File: src/rtl/dp_alu_pkg.sv
package dp_alu_pkg;

  localparam int FLG_N = 3;
  localparam int FLG_Z = 2;
  localparam int FLG_C = 1;
  localparam int FLG_V = 0;

  typedef enum logic [3:0] {
    OPC_AND = 4'd0,  OPC_EOR = 4'd1,  OPC_SUB = 4'd2,  OPC_RSB = 4'd3,
    OPC_ADD = 4'd4,  OPC_ADC = 4'd5,  OPC_SBC = 4'd6,  OPC_RSC = 4'd7,
    OPC_TST = 4'd8,  OPC_TEQ = 4'd9,  OPC_CMP = 4'd10, OPC_CMN = 4'd11,
    OPC_ORR = 4'd12, OPC_MOV = 4'd13, OPC_BIC = 4'd14, OPC_MVN = 4'd15
  } opcode_e;

  typedef enum logic [1:0] {
    KIND_LOGIC = 2'd0,
    KIND_ADD   = 2'd1,
    KIND_SUB   = 2'd2
  } kind_e;

  typedef enum logic [1:0] {
    CIN_ZERO = 2'd0,
    CIN_ONE  = 2'd1,
    CIN_FLAG = 2'd2
  } cin_sel_e;

  typedef enum logic [2:0] {
    LG_AND  = 3'd0,
    LG_XOR  = 3'd1,
    LG_OR   = 3'd2,
    LG_PASS = 3'd3,
    LG_ANDN = 3'd4,
    LG_NOT  = 3'd5
  } logic_sel_e;

  typedef struct packed {
    kind_e      kind;
    logic       swap;     // operand2 becomes the left operand
    logic       inv_y;    // right operand inverted (subtract)
    cin_sel_e   cin_sel;
    logic       is_cmp;   // flags only, no write-back
    logic_sel_e lsel;
  } dec_t;

endpackage

File: src/rtl/dp_op_decode.sv
module dp_op_decode
  import dp_alu_pkg::*;
(
  input  logic [3:0] opcode,
  output dec_t       dec
);

  always_comb begin
    dec = '{kind: KIND_LOGIC, swap: 1'b0, inv_y: 1'b0, cin_sel: CIN_ZERO,
            is_cmp: 1'b0, lsel: LG_AND};
    unique case (opcode_e'(opcode))
      OPC_AND: dec.lsel = LG_AND;
      OPC_EOR: dec.lsel = LG_XOR;
      OPC_SUB: begin dec.kind = KIND_SUB; dec.inv_y = 1'b1; dec.cin_sel = CIN_ONE; end
      OPC_RSB: begin dec.kind = KIND_SUB; dec.inv_y = 1'b1; dec.cin_sel = CIN_ONE; dec.swap = 1'b1; end
      OPC_ADD: dec.kind = KIND_ADD;
      OPC_ADC: begin dec.kind = KIND_ADD; dec.cin_sel = CIN_FLAG; end
      OPC_SBC: begin dec.kind = KIND_SUB; dec.inv_y = 1'b1; dec.cin_sel = CIN_FLAG; end
      OPC_RSC: begin dec.kind = KIND_SUB; dec.inv_y = 1'b1; dec.cin_sel = CIN_FLAG; dec.swap = 1'b1; end
      OPC_TST: begin dec.lsel = LG_AND; dec.is_cmp = 1'b1; end
      OPC_TEQ: begin dec.lsel = LG_XOR; dec.is_cmp = 1'b1; end
      OPC_CMP: begin dec.kind = KIND_SUB; dec.inv_y = 1'b1; dec.cin_sel = CIN_ONE; dec.is_cmp = 1'b1; end
      OPC_CMN: begin dec.kind = KIND_ADD; dec.is_cmp = 1'b1; end
      OPC_ORR: dec.lsel = LG_OR;
      OPC_MOV: dec.lsel = LG_PASS;
      OPC_BIC: dec.lsel = LG_ANDN;
      OPC_MVN: dec.lsel = LG_NOT;
      default: dec.lsel = LG_AND;
    endcase
  end

endmodule

File: src/rtl/dp_add_unit.sv
module dp_add_unit #(
  parameter int WIDTH = 32
) (
  input  logic [WIDTH-1:0] x,
  input  logic [WIDTH-1:0] y,
  input  logic             cin,
  output logic [WIDTH-1:0] sum,
  output logic             cout,
  output logic             ovf
);

  localparam int MSB = WIDTH - 1;

  logic [WIDTH:0] wide;

  always_comb begin
    wide = {1'b0, x} + {1'b0, y} + {{WIDTH{1'b0}}, cin};
    sum  = wide[MSB:0];
    cout = wide[WIDTH];
    // Overflow: like-signed inputs giving a result of the other sign.
    ovf  = (x[MSB] == y[MSB]) && (sum[MSB] != x[MSB]);
  end

endmodule

File: src/rtl/dp_logic_unit.sv
module dp_logic_unit
  import dp_alu_pkg::*;
#(
  parameter int WIDTH = 32
) (
  input  logic [WIDTH-1:0] a,
  input  logic [WIDTH-1:0] b,
  input  logic_sel_e       sel,
  output logic [WIDTH-1:0] y
);

  always_comb begin
    unique case (sel)
      LG_AND:  y = a & b;
      LG_XOR:  y = a ^ b;
      LG_OR:   y = a | b;
      LG_PASS: y = b;
      LG_ANDN: y = a & ~b;
      LG_NOT:  y = ~b;
      default: y = a & b;
    endcase
  end

endmodule

File: src/rtl/dp_flag_alu.sv
module dp_flag_alu
  import dp_alu_pkg::*;
#(
  parameter int WIDTH = 32
) (
  input  logic             clk,
  input  logic             rst_n,
  input  logic             in_valid,
  output logic             in_ready,
  input  logic [3:0]       in_opcode,
  input  logic             in_setf,
  input  logic             in_dst_pc,
  input  logic [WIDTH-1:0] in_op1,
  input  logic [WIDTH-1:0] in_op2,
  input  logic             in_shift_c,
  input  logic [3:0]       in_flags,
  output logic             out_valid,
  input  logic             out_ready,
  output logic [WIDTH-1:0] out_result,
  output logic             out_wr_en,
  output logic [3:0]       out_flags,
  output logic             out_flags_we,
  output logic             out_restore_req
);

  localparam int MSB = WIDTH - 1;

  dec_t             dec;
  logic [WIDTH-1:0] x_opd, y_raw, y_opd;
  logic             cin;
  logic [WIDTH-1:0] add_sum, lg_val, res;
  logic             add_c, add_v;
  logic             upd, nxt_we, nxt_rr;
  logic [3:0]       calc_flags, nxt_flags;
  logic             accept;

  dp_op_decode u_dec (
    .opcode (in_opcode),
    .dec    (dec)
  );

  // Operand steering: one adder serves add, subtract and reverse forms.
  always_comb begin
    x_opd = dec.swap ? in_op2 : in_op1;
    y_raw = dec.swap ? in_op1 : in_op2;
    y_opd = dec.inv_y ? ~y_raw : y_raw;
    unique case (dec.cin_sel)
      CIN_ONE:  cin = 1'b1;
      CIN_FLAG: cin = in_flags[FLG_C];
      default:  cin = 1'b0;
    endcase
  end

  dp_add_unit #(.WIDTH(WIDTH)) u_add (
    .x    (x_opd),
    .y    (y_opd),
    .cin  (cin),
    .sum  (add_sum),
    .cout (add_c),
    .ovf  (add_v)
  );

  dp_logic_unit #(.WIDTH(WIDTH)) u_lgc (
    .a   (in_op1),
    .b   (in_op2),
    .sel (dec.lsel),
    .y   (lg_val)
  );

  always_comb begin
    res = (dec.kind == KIND_LOGIC) ? lg_val : add_sum;
    calc_flags[FLG_N] = res[MSB];
    calc_flags[FLG_Z] = (res == '0);
    calc_flags[FLG_C] = (dec.kind == KIND_LOGIC) ? in_shift_c : add_c;
    calc_flags[FLG_V] = (dec.kind == KIND_LOGIC) ? in_flags[FLG_V] : add_v;
    upd       = in_setf | dec.is_cmp;
    nxt_we    = upd & ~in_dst_pc;
    nxt_rr    = upd & in_dst_pc;
    nxt_flags = nxt_we ? calc_flags : in_flags;
  end

  // Single output stage: accept when empty or being drained.
  assign in_ready = ~out_valid | out_ready;
  assign accept   = in_valid & in_ready;

  always_ff @(posedge clk or negedge rst_n) begin
    if (!rst_n) begin
      out_valid       <= 1'b0;
      out_result      <= '0;
      out_wr_en       <= 1'b0;
      out_flags       <= '0;
      out_flags_we    <= 1'b0;
      out_restore_req <= 1'b0;
    end else begin
      if (accept) begin
        out_valid       <= 1'b1;
        out_result      <= res;
        out_wr_en       <= ~dec.is_cmp;
        out_flags       <= nxt_flags;
        out_flags_we    <= nxt_we;
        out_restore_req <= nxt_rr;
      end else if (out_ready) begin
        out_valid <= 1'b0;
      end
    end
  end

endmodule

File: config.mk
export PLATFORM = sky130hd
export DESIGN_NAME = dp_flag_alu
export DESIGN_NICKNAME = d
export VERILOG_FILES = /design/src/rtl/dp_alu_pkg.sv /design/src/rtl/dp_op_decode.sv /design/src/rtl/dp_add_unit.sv /design/src/rtl/dp_logic_unit.sv /design/src/rtl/dp_flag_alu.sv
export SDC_FILE = /design/constraint.sdc
export NUM_CORES = 1
export LEC_CHECK = 0
export BUFFER_PORTS_ARGS = -buffer_cell sky130_fd_sc_hd__buf_2
export CORE_MARGIN = 3
export CORE_UTILIZATION = 50
export DETAILED_ROUTE_END_ITERATION = 8
export PLACE_DENSITY = 0.73
export SLEW_MARGIN = 20
export SYNTH_ARGS = -nofsm -noshare
export SYNTH_HDL_FRONTEND = slang
export SYNTH_SLANG_ARGS = --single-unit
File: constraint.sdc
create_clock -name clk -period 3.9 [get_ports clk]
set_clock_uncertainty 0.05 [all_clocks]
set_input_delay 0.39 -clock clk [delete_from_list [all_inputs] [get_ports clk]]
set_output_delay 0.39 -clock clk [all_outputs]
set_load 0.01 [all_outputs]
## After elaboration in Yosys (flattened, before gate mapping)

Cells that the tools add are included.

- ROM bits: 0
- Memories kept: 0
- Memory bits (writable): 0
- Register bits after elaboration: 40
- Bits in latches: 0
- Word-level logic and storage cells: 74
- Output and inout port bits: 41

- Shift-type cells: 0
- Add/sub/neg operators: 2
- $lt $le $gt $ge: 0
- Multiply operators: 0
- Multiplexer cells: 17
- Equal/unequal tests: 24
- Div/mod/pow operators: 0
- Bitwise logic cells: 14
- Reduce and logical (&&, ||, !) cells: 11

Operators with widths:

| operator | count |
|---|---|
| 32-bit one-hot mux with 5 select lines | 1 |
| 32-bit 2-to-1 mux | 4 |
| 32-bit AND | 2 |
| 32-bit NOT | 2 |
| 32-bit by 32-bit adder with 33-bit output | 1 |
| 33-bit by 1-bit adder with 33-bit output | 1 |
| 4-bit == test (second input constant) | 8 |
| 32-bit logical NOT | 1 |
| 32-bit bitwise OR | 1 |
| 32-bit bitwise XOR | 1 |
| 4-bit by 3-bit == test with 1-bit output (second input constant) | 4 |
| 3-bit one-hot mux with 5 select lines | 1 |
| 3-bit OR reduction | 3 |
| 4-bit by 2-bit == test with 1-bit output (second input constant) | 2 |
| 2-bit one-hot mux with 2 select lines | 2 |
| 1-bit 2-to-1 mux | 7 |
| 3-bit by 2-bit == test with 1-bit output (second input constant) | 2 |
| 3-bit == test (second input constant) | 2 |
| 5-bit OR reduction | 1 |
| 4-bit by 1-bit == test with 1-bit output (second input constant) | 1 |
| 4-bit 2-to-1 mux | 1 |
| 2-bit OR reduction | 2 |
| 4-bit OR reduction | 1 |
| 1-bit AND | 3 |
| 11 further kinds | 14 |

## Depth between registers and ports, before layout

Gate-level depths: netlist of run 1.

- Depth after elaboration: 12
- Mapped depth: 22
- Mapped depth without buffers: 19

## Hierarchy

Synthesis of run 1 repeated with hierarchy kept, for this count alone.

- Cell total of the unflattened synthesis: 999
- Area total of the unflattened synthesis: 7724.9 um^2

By module, submodules not included:

| module | seq. area each (um^2) | cells an instance | area each (um^2) | instances |
|---|---|---|---|---|
| dp_flag_alu | 1001.0 | 311 | 3051.7 | 1 |
| dp_logic_unit | 0.0 | 443 | 2899.0 | 1 |
| dp_add_unit | 0.0 | 228 | 1686.6 | 1 |
| dp_op_decode | 0.0 | 17 | 87.6 | 1 |

## Least setup slack after synthesis of run 1

OpenSTA, ideal clock, no wires.

- Kind: input to register
- Start: input in_opcode[0]
- End: register out_flags[2]
- Path buffers: 4
- Path slack: -0.946 ns
- Required time: 3.774 ns
- Cell stages on the path: 20
- Library setup time: 0.076 ns
- Arrival time: 4.720 ns
- Cell sequence: clkbuf_1 -> clkbuf_1 -> buf_2 -> o21ai_0 -> nand2_1 -> buf_1 -> xnor2_1 -> fa_1 -> inv_1 -> fa_1 -> a21o_1 -> a311o_2 -> a31oi_4 -> nor4_1 -> or3_1 -> nor4_2 -> nand4_1 -> nor4_1 -> nand4_1 -> o21ai_1

- Word-level cells in the longest chain between the ends: 11
- Elaborated cells between the ends (all ways): 49
- Classes of those cells: add/sub: 2; eq/ne: 22; mux: 13; bitwise: 3; reduce/logical: 9

RTL lines:

| what | line | text |
|---|---|---|
| from (decl) | dp_flag_alu.sv:10 | `input logic [3:0] in_opcode,` |
| 4-bit by 2-bit == test with 1-bit output or 4-bit by 3-bit == test with 1-bit output (tied branches) | dp_op_decode.sv:11 | `unique case (opcode_e'(opcode))` |
| 2-bit OR reduction (no source line) | - |  |
| 1-bit 2-to-1 mux | dp_op_decode.sv:11 |  |
| 32-bit 2-to-1 mux | dp_flag_alu.sv:45 | `y_raw = dec.swap ? in_op1 : in_op2;` |
| 32-bit NOT | dp_flag_alu.sv:46 | `y_opd = dec.inv_y ? ~y_raw : y_raw;` |
| 32-bit 2-to-1 mux | dp_flag_alu.sv:46 |  |
| 32-bit by 32-bit adder with 33-bit output | dp_add_unit.sv:17 | `wide = {1'b0, x} + {1'b0, y} + {{WIDTH{1'b0}}, cin};` |
| 33-bit by 1-bit adder with 33-bit output | dp_add_unit.sv:17 |  |
| 32-bit 2-to-1 mux | dp_flag_alu.sv:71 | `res = (dec.kind == KIND_LOGIC) ? lg_val : add_sum;` |
| 32-bit logical NOT | dp_flag_alu.sv:73 | `calc_flags[FLG_Z] = (res == '0);` |
| 4-bit 2-to-1 mux * | dp_flag_alu.sv:79 | `nxt_flags = nxt_we ? calc_flags : in_flags;` |
| to (signal assigned) | dp_flag_alu.sv:99 | `out_flags <= nxt_flags;` |
| to (decl) | dp_flag_alu.sv:21 | `output logic [3:0] out_flags,` |

Mark *: on every way between the ends. The rest lies on a longest branch, timed or not.
A chain may end at the register's enable or synchronous reset.

## Worst setup path in the final report of run 1

Ends and elaborated chain as after synthesis.

==> results.md, run 1 <==
- Area growth syn-to-layout: 32.2%
- Number of antenna diodes: 0
- H-tree depth: 2
- WP data required: 4.06 ns
- Async set or reset register ratio after synthesis: 1.00
- CTS tree: done
- Cell Area, Synth: 0.00677 sq mm
- Power density cells: 338 mW/mm^2
- Worst-margin pin slew: 0.884 ns
- Syn_nets: 1,145
- FP Rows: 41
- CP cell instances: buf_4 > nor2_2 > nor3_4 > inv_1 > ha_2 > a21oi_2 > or2_4 > fa_2 > inv_2 > fa_2 > a21o_1 > a311o_2 > a31oi_4 > buf_4 > o41a_4 > xnor2_1 > a221oi_2 > nand3_1 > nor4_2 > nand4_1 > o21ai_1
- Register area share after synthesis: 0.148
- CORE AREA: 0.0129 sq mm
- Pint: 1.73 mW
- Chip width: 122 um
- Yosys reg bits: 40
- P_sw: 1.29 mW
- Combinational Power Share: 0.682
- Crit start category: input pin
- Final Hold Fails: 0
- Critical path buffer and inverter count: 4
- Mean Syn Cell Area: 6.78 sq um
- Final Net Count: 1,369
- Slowest CP cell: o41a_4
- CP delay by family, top: compound AO/OA/AOI/OAI gates
- Largest net degree at the start of global routing: 51
- # IOs: 120
- Top-area cell type share of the netlist area: 0.148
- RSZ-0062 raised after global routing: yes
- Synth top area cells: dfrtp_1 (15%), ha_1 (12%), o21ai_0 (8.5%)
- Arrival time worst endpoint: 4.07 ns
- Fin crit share: 1.00
- Clock share of power: 0.128
- DR iter-0 viols: 827
- Fin. max-slew vios: 0
- Total GRT Usage: 0.310
- Hold WC Path Type: input pin to async pin
- Hold Slack: 0.168 ns
- Status: finished, violations left
- Final GP Congestion: 0.981
- Final setup vio count: 1
- Starting Density: 0.524
- Fmax: 256 MHz
- CTS clk-pin slew, worst paths: 0.06 ns
- First-pass GRT wire length: 37.4 mm
- Cells after Synth: 999
- Number of synthesized flops with an enable pin: 0
- Detailed Place HPWL: 18.8 mm
- Failing checks: negative setup slack
- Slowest stage delay, CP: 0.38 ns
- Congestion Overflow GR: 0
- DRC: 0
- I/O Buffers: 119
- Sw frac: 0.426
- Predominant post-synthesis flop cell: dfrtp_1
- Die height: 122 um
- Yosys warns: 0
- WL per Instance: 17.1 um
- Vias per cell: 5.88
- Max Cap Violations: 0
- Largest area contributor in the netlist: dfrtp_1
- Setup crit end kind: flip-flop
- Hold Buf Count CTS: 0
- Most common cell after layout, fill and taps aside: buf_4
- Root Buffer Master: clkbuf_16
- Worst-Skew Late Latency: 0.28 ns
- Static Leak: 4.37 nW
- Final setup TNS: -0.00592 ns
- First-pass detailed-route iteration total: 5
- Peak VDD IR: 179 uV
- Highest-count cells in the layout ignoring fill and taps: buf_4 (166), nand2_1 (146), buf_2 (115)
- Minimum clock period after layout: 3.91 ns
- Flop pwr share: 0.190
- Post-route setup slack: -0.00592 ns
- WL final: 23.9 mm
- Netlist cell types: 70
- Die area: 0.0150 sq mm
- Kind of critical path: input pin to flip-flop
- Max_slew headroom: 0.410
- Vias in the first global route: 7,366
- Share of cells above drive strength 1: 0.289
- Crit Path Max Fanout: 5
- Antenna-violating nets left: 0
- TritonCTS Buffers: 5
- Vias post-DR: 8,204
- Initial antenna violation count: 0
- Clock buffer depth: 2
- Clock sink count: 40
[cells by family after synthesis]
kind of cell    count (synthesis)  synth area share
compound gates                330             0.307
xor+xnor                       84             0.109
fa+ha+maj                      67             0.126
buf+inv                       144            0.0821
flops                          40             0.148
mux                             6           0.00924
simple gates                  328             0.219
[through the flow]
| step | setup slack [ns] | util | total power [mW] | std cells | instance area [sq um] |
|---|---|---|---|---|---|
| 2_1_floorplan | -0.257 | - | 1.63 | 999 | 6900 |
| 3_3_place_gp | -0.383 | 0.663 | 2.47 | 1381 | 8570 |
| 3_5_place_dp | -0.512 | 0.663 | 2.51 | 1381 | 8570 |
| 4_1_cts | -0.0374 | 0.684 | 2.95 | 1393 | 8840 |
| 5_1_grt | -0.119 | 0.692 | 3.23 | 1395 | 8950 |
| 6_report | -0.00592 | 0.692 | 3.02 | 1395 | 8950 |
[worst paths after layout]
| check | startpoint | end | slack [ns] | depth (start not counted) |
|---|---|---|---|---|
| max | in_opcode[0] | out_flags[2] | -0.006 | 21 |
| min in group clk | in_valid | out_valid | 0.28 | 2 |
| min reg2reg | out_result[5] | out_result[5] | 0.42 | 2 |
| max reg2reg | out_valid | out_flags[2] | 1.62 | 8 |
| max in group asynchronous | rst_n | out_result[25] | 3.09 | 1 |
| min | rst_n | out_flags[1] | 0.17 | 1 |
[registers in the layout, indices dropped and copies added, names as in the netlist]
register         count
out_result          32
out_flags            4
out_flags_we         1
out_restore_req      1
out_valid            1
out_wr_en            1
[power by group through the flow]
stage	sequential [mW]	clock (mW)	combinational, mW
CTS	0.573	0.393	1.98
global placement	0.575	0	1.90
floorplan	0.625	0	1.01
finish	0.574	0.387	2.06
global route	0.583	0.404	2.25
detailed placement	0.580	0	1.93
[cell usage after synthesis, drive strengths merged, types with 6 or more instances]
library cell,n
buf,22
o22ai,7
a32oi,8
nand4,12
or2,6
nor2,72
nor3,16
nand3,27
dfrtp,40
clkbuf,49
inv,73
a31oi,27
o21ai,117
ha,65
and3,6
and2,6
a21o,11
o21a,8
a211oi,19
nand2b,7
a21oi,72
xor2,31
nand2,147
nor4,7
o221ai,9
xnor2,53
o211ai,8
[repair_timing]
| action | in CTS | in global routing |
|---|---|---|
| endpoints found under the setup margin | 3 | 10 |
| buffers inserted | 5 | 2 |
| cloned | 0 | 0 |
| pin swaps | 18 | 10 |
| gates resized for setup | 25 | 24 |
[layer usage]
layer / GRT usage / routed length [um] / part of all wire / vias to the layer above
met5: 0 / 0 / 0 / -
met4: 0.0847 / 444 / 0.019 / 0
met3: 0.0406 / 2140 / 0.090 / 36
met2: 0.475 / 10300 / 0.43 / 378
met1: 0.455 / 11000 / 0.46 / 3785
li1: - / - / - / 4005
[worst register-to-register path: stages, from the launching register on]
cell	delay (ns)
dfrtp_1	0.37
nand2b_1	0.13
nand2_1	0.17
a2111oi_0	0.64
o21ai_0	0.20
buf_4	0.19
nor4_1	0.17
nand4_1	0.15
o21ai_1	0.15
[cell type report]
cell class,count,area [sq um]
clock buffer,5,125
clock inverter,2,12.5
fill,1162,3980
inverter,73,277
multi-input combinational,815,5400
sequential,40,1000
tap,172,215
timing repair buffer,288,1920
Note: power is estimated with default switching activity, not from simulation.
==> run 2, diff against run 1 <==
--- a/config.mk
+++ b/config.mk
@@ -5,12 +5,14 @@
 export SDC_FILE = /design/constraint.sdc
 export NUM_CORES = 1
 export LEC_CHECK = 0
+export ABC_AREA = 1
 export BUFFER_PORTS_ARGS = -buffer_cell sky130_fd_sc_hd__buf_2
 export CORE_MARGIN = 3
 export CORE_UTILIZATION = 50
 export DETAILED_ROUTE_END_ITERATION = 8
-export PLACE_DENSITY = 0.73
+export PLACE_DENSITY = 0.71
 export SLEW_MARGIN = 20
 export SYNTH_ARGS = -nofsm -noshare
 export SYNTH_HDL_FRONTEND = slang
+export SYNTH_HIERARCHICAL = 1
 export SYNTH_SLANG_ARGS = --single-unit
==> run 2 against run 1 <==
Against the previous run: the run now ends clean; register-to-register slack improved by 0.26 ns; critical path depth rose by 6; sequential cell count did not move; clock power fell by 4%; synthesized cell count rose by 51%; sequential power fell by 1%; routed wire length rose by 13%; cell count rose by 28%; worst hold slack got worse by 0.0068 ns; cell area rose by 2.0%; power fell by 8.9%; first-iteration DRC count fell by 0.85%; largest power group unchanged.
==> results.md, run 2 <==
- Status: finished, final reports clean
- Met2 wire len: 11.0 mm (+6.8%)
- Clock sink count: 40 (unchanged)
- Cell Area, Synth: 0.00831 sq mm (+23%)
- Largest register FFs: 32 (unchanged)
- Initial antenna violation count: 0 (unchanged)
- Top Metal Used: met4
- Largest area contributor in the netlist: nand2_1
- Critical path buffer and inverter count: 7 (+3)
- Cells after Synth: 1,509 (+51%)
- Largest net degree at the start of global routing: 97 (+90%)
- Yosys reg bits: 40 (unchanged)
- Synth top area cells: nand2_1 (22%), dfrtp_1 (12%), inv_1 (11%)
- Crit path top cell by count: nand2_1
- CORE AREA: 0.0161 sq mm (+24%)
- Synth top cells by count: nand2_1 (477), inv_1 (234), nand4_1 (135)
- Starting Density: 0.517 (-0.00649)
- Netlist cell types: 39 (-44%)
- Most common cell after layout, fill and taps aside: nand2_1
- Vias in the first global route: 8,525 (+16%)
- CTS tree: done
- Crit Path Max Fanout: 92 (+87)
- Predominant post-synthesis flop cell: dfrtp_1
- WL per Instance: 15.0 um (-12%)
- Area growth syn-to-layout: 9.93%
- Share of cells above drive strength 1: 0.120 (-0.169)
- Yosys warns: 6 (+6)
- Fin crit share: 0.900 (-0.101)
- Hold Slack: 0.161 ns (-0.00679 ns)
- I/O Buffers: 119 (unchanged)
- Vias post-DR: 9,780 (+19%)
- First-pass GRT wire length: 43.4 mm (+16%)
- Met1 wire length: 13.4 mm (+22%)
- Placed cell area: 0.00899 sq mm (+4.9%)
- Register area share after synthesis: 0.121 (-0.0273)
- WL final: 26.9 mm (+13%)
- DR WL met3: 2.27 mm (+5.9%)
- Detailed Place HPWL: 20.9 mm (+11%)
- Top-count cell post-synth: nand2_1
- Mean Syn Cell Area: 5.50 sq um (-19%)
- Antenna-violating nets left: 0 (unchanged)
- Max_slew headroom: 0.303 (-0.107)
- Total GRT Usage: 0.288 (-0.0216)
- DR iter-0 viols: 820 (-0.85%)
- Hold WC Path Type: input pin to async pin
- Congestion Overflow GR: 0 (unchanged)
- Final Hold Fails: 0 (unchanged)
- Slowest CP cell: ha_1
- Final GP Congestion: 0.960 (-2.1%)
- Highest-count cells in the layout ignoring fill and taps: nand2_1 (476), inv_1 (234), nand4_1 (135)
- Kind of critical path: input pin to flip-flop
- Final Net Count: 1,721 (+26%)
- Hold Buf Count CTS: 0 (unchanged)
- Async set or reset register ratio after synthesis: 1.00 (unchanged)
- FP Rows: 46 (+12%)
- Final setup TNS: 0 ns (+0.00592 ns)
- TritonCTS Buffers: 5 (unchanged)
- Final setup vio count: 0 (-1)
- Clock buffer depth: 2 (unchanged)
- Power density cells: 302 mW/mm^2 (-11%)
- Root Buffer Master: clkbuf_16
- CTS clk-pin slew, worst paths: 0.05 ns (about the same)
- Design area: 0.00913 sq mm (+2.0%)
- Vias per cell: 5.46 (-7.1%)
- Static Leak: 5.15 nW (+18%)
- Die height: 135 um (+10%)
- Minimum clock period after layout: 3.51 ns (-0.396 ns)
- Chip width: 135 um (+10%)
- Slowest stage delay, CP: 0.39 ns (about the same)
- CP delay by family, top: simple AND/OR/NAND/NOR gates
- Setup crit end kind: flip-flop
- Max Cap Violations: 0 (unchanged)
- Peak VDD IR: 241 uV (+35%)
- H-tree depth: 2 (unchanged)
- Number of antenna diodes: 0 (unchanged)
- WP data required: 4.06 ns (about the same)
- Number of synthesized flops with an enable pin: 0 (unchanged)
- Arrival time worst endpoint: 3.67 ns (-0.40 ns)
- Syn_nets: 1,655 (+45%)
- Fin. max-slew vios: 0 (unchanged)
- RSZ-0062 raised after global routing: no
- First-pass detailed-route iteration total: 5 (unchanged)
- Worst-margin pin slew: 1.04 ns (+0.159 ns)
- Fmax: 285 MHz (+11%)
- Top Registers: out_result x32, out_flags x4
- Crit start category: input pin
- # IOs: 120 (unchanged)
- Most flops, register: out_result
- Postcts setup bufs: 0 (-5)
- DRC: 0 (unchanged)
- Worst-Skew Late Latency: 0.28 ns (about the same)
- Die area: 0.0182 sq mm (+22%)
- Top-area cell type share of the netlist area: 0.216 (+0.0677)
==> run 2: cell count changes after synthesis, moves of 11 or more <==
cell	delta
nor2_1	+42
inv_1	+162
nand3_1	+66
a211oi_1	-18
xor2_1	-11
a31oi_1	-13
nand4_1	+123
nand2_2	+17
a21oi_1	-35
xnor2_1	-21
nand2_1	+330
buf_2	+27
o21ai_0	-15
clkbuf_1	-17
==> run 2: cell type report <==
type,instances,area (sq um)
multi-input cells,1144,6020
clock buffers,6,129
well taps,216,270
repair buffers,142,793
fillers,1691,6930
inverters,242,910
clock inverters,1,5.00
flip-flops and latches,40,1000
==> run 2: cells by family (layout without fill, tap and decap cells) <==
kind of cell / Yosys count / count (layout) / share of synthesized area
compound gates: 170 / 170 / 0.109
xor+xnor: 52 / 52 / 0.0548
fa+ha+maj: 67 / 67 / 0.103
buf+inv: 325 / 391 / 0.160
flops: 40 / 40 / 0.121
simple gates: 855 / 855 / 0.453
==> run 2: repair_timing <==
item / 4_1_cts / 5_1_grt
gates resized for setup: 0 / 2
endpoints found under the hold margin: 0 / 0
endpoints found under the setup margin: 0 / 1
==> run 2: where the power goes <==
group	switching, mW	internal, mW	leakage (nW)	total [mW]
Combinational	1.18	0.630	4.60	1.81
Sequential	0.0523	0.514	0.480	0.567
Clock	0.142	0.232	0.0667	0.373
==> run 2: worst paths after layout <==
check | start | end | slack [ns] | cells after the start
min in group clk | in_flags[3] | out_flags[3] | 0.33 | 3
max in group asynchronous | rst_n | out_result[26] | 3.11 | 1
setup reg to reg | out_valid | out_flags[1] | 1.88 | 7
setup / recovery | in_opcode[1] | out_flags[2] | 0.39 | 27
hold reg to reg | out_flags_we | out_flags_we | 0.42 | 2
hold / removal | rst_n | out_result[7] | 0.16 | 1
==> run 2: stage by stage <==
step	util	worst slack (ns)	cells	power, mW
after floorplan	-	0.286	1509	1.80
after global placement	0.560	0.139	1784	2.34
after detailed placement	0.560	0.129	1784	2.36
after CTS	0.568	0.403	1791	2.74
after global routing	0.569	0.0265	1791	3.01
final	0.569	0.390	1791	2.75
==> run 2: worst register-to-register path, stage by stage, from the launching register on <==
cell and delay, ns:
dfrtp_1 0.37, nand2_1 0.10, nand2_1 0.06, buf_4 0.26
inv_1 0.68, nand2_1 0.12, o22ai_1 0.15, a41oi_1 0.07
==> run 2: metal layers <==
metal | track usage | vias to the layer above
met5 | 0 | -
met4 | 0.0492 | 0
met3 | 0.0242 | 18
met2 | 0.422 | 400
met1 | 0.460 | 4382
li1 | - | 4980
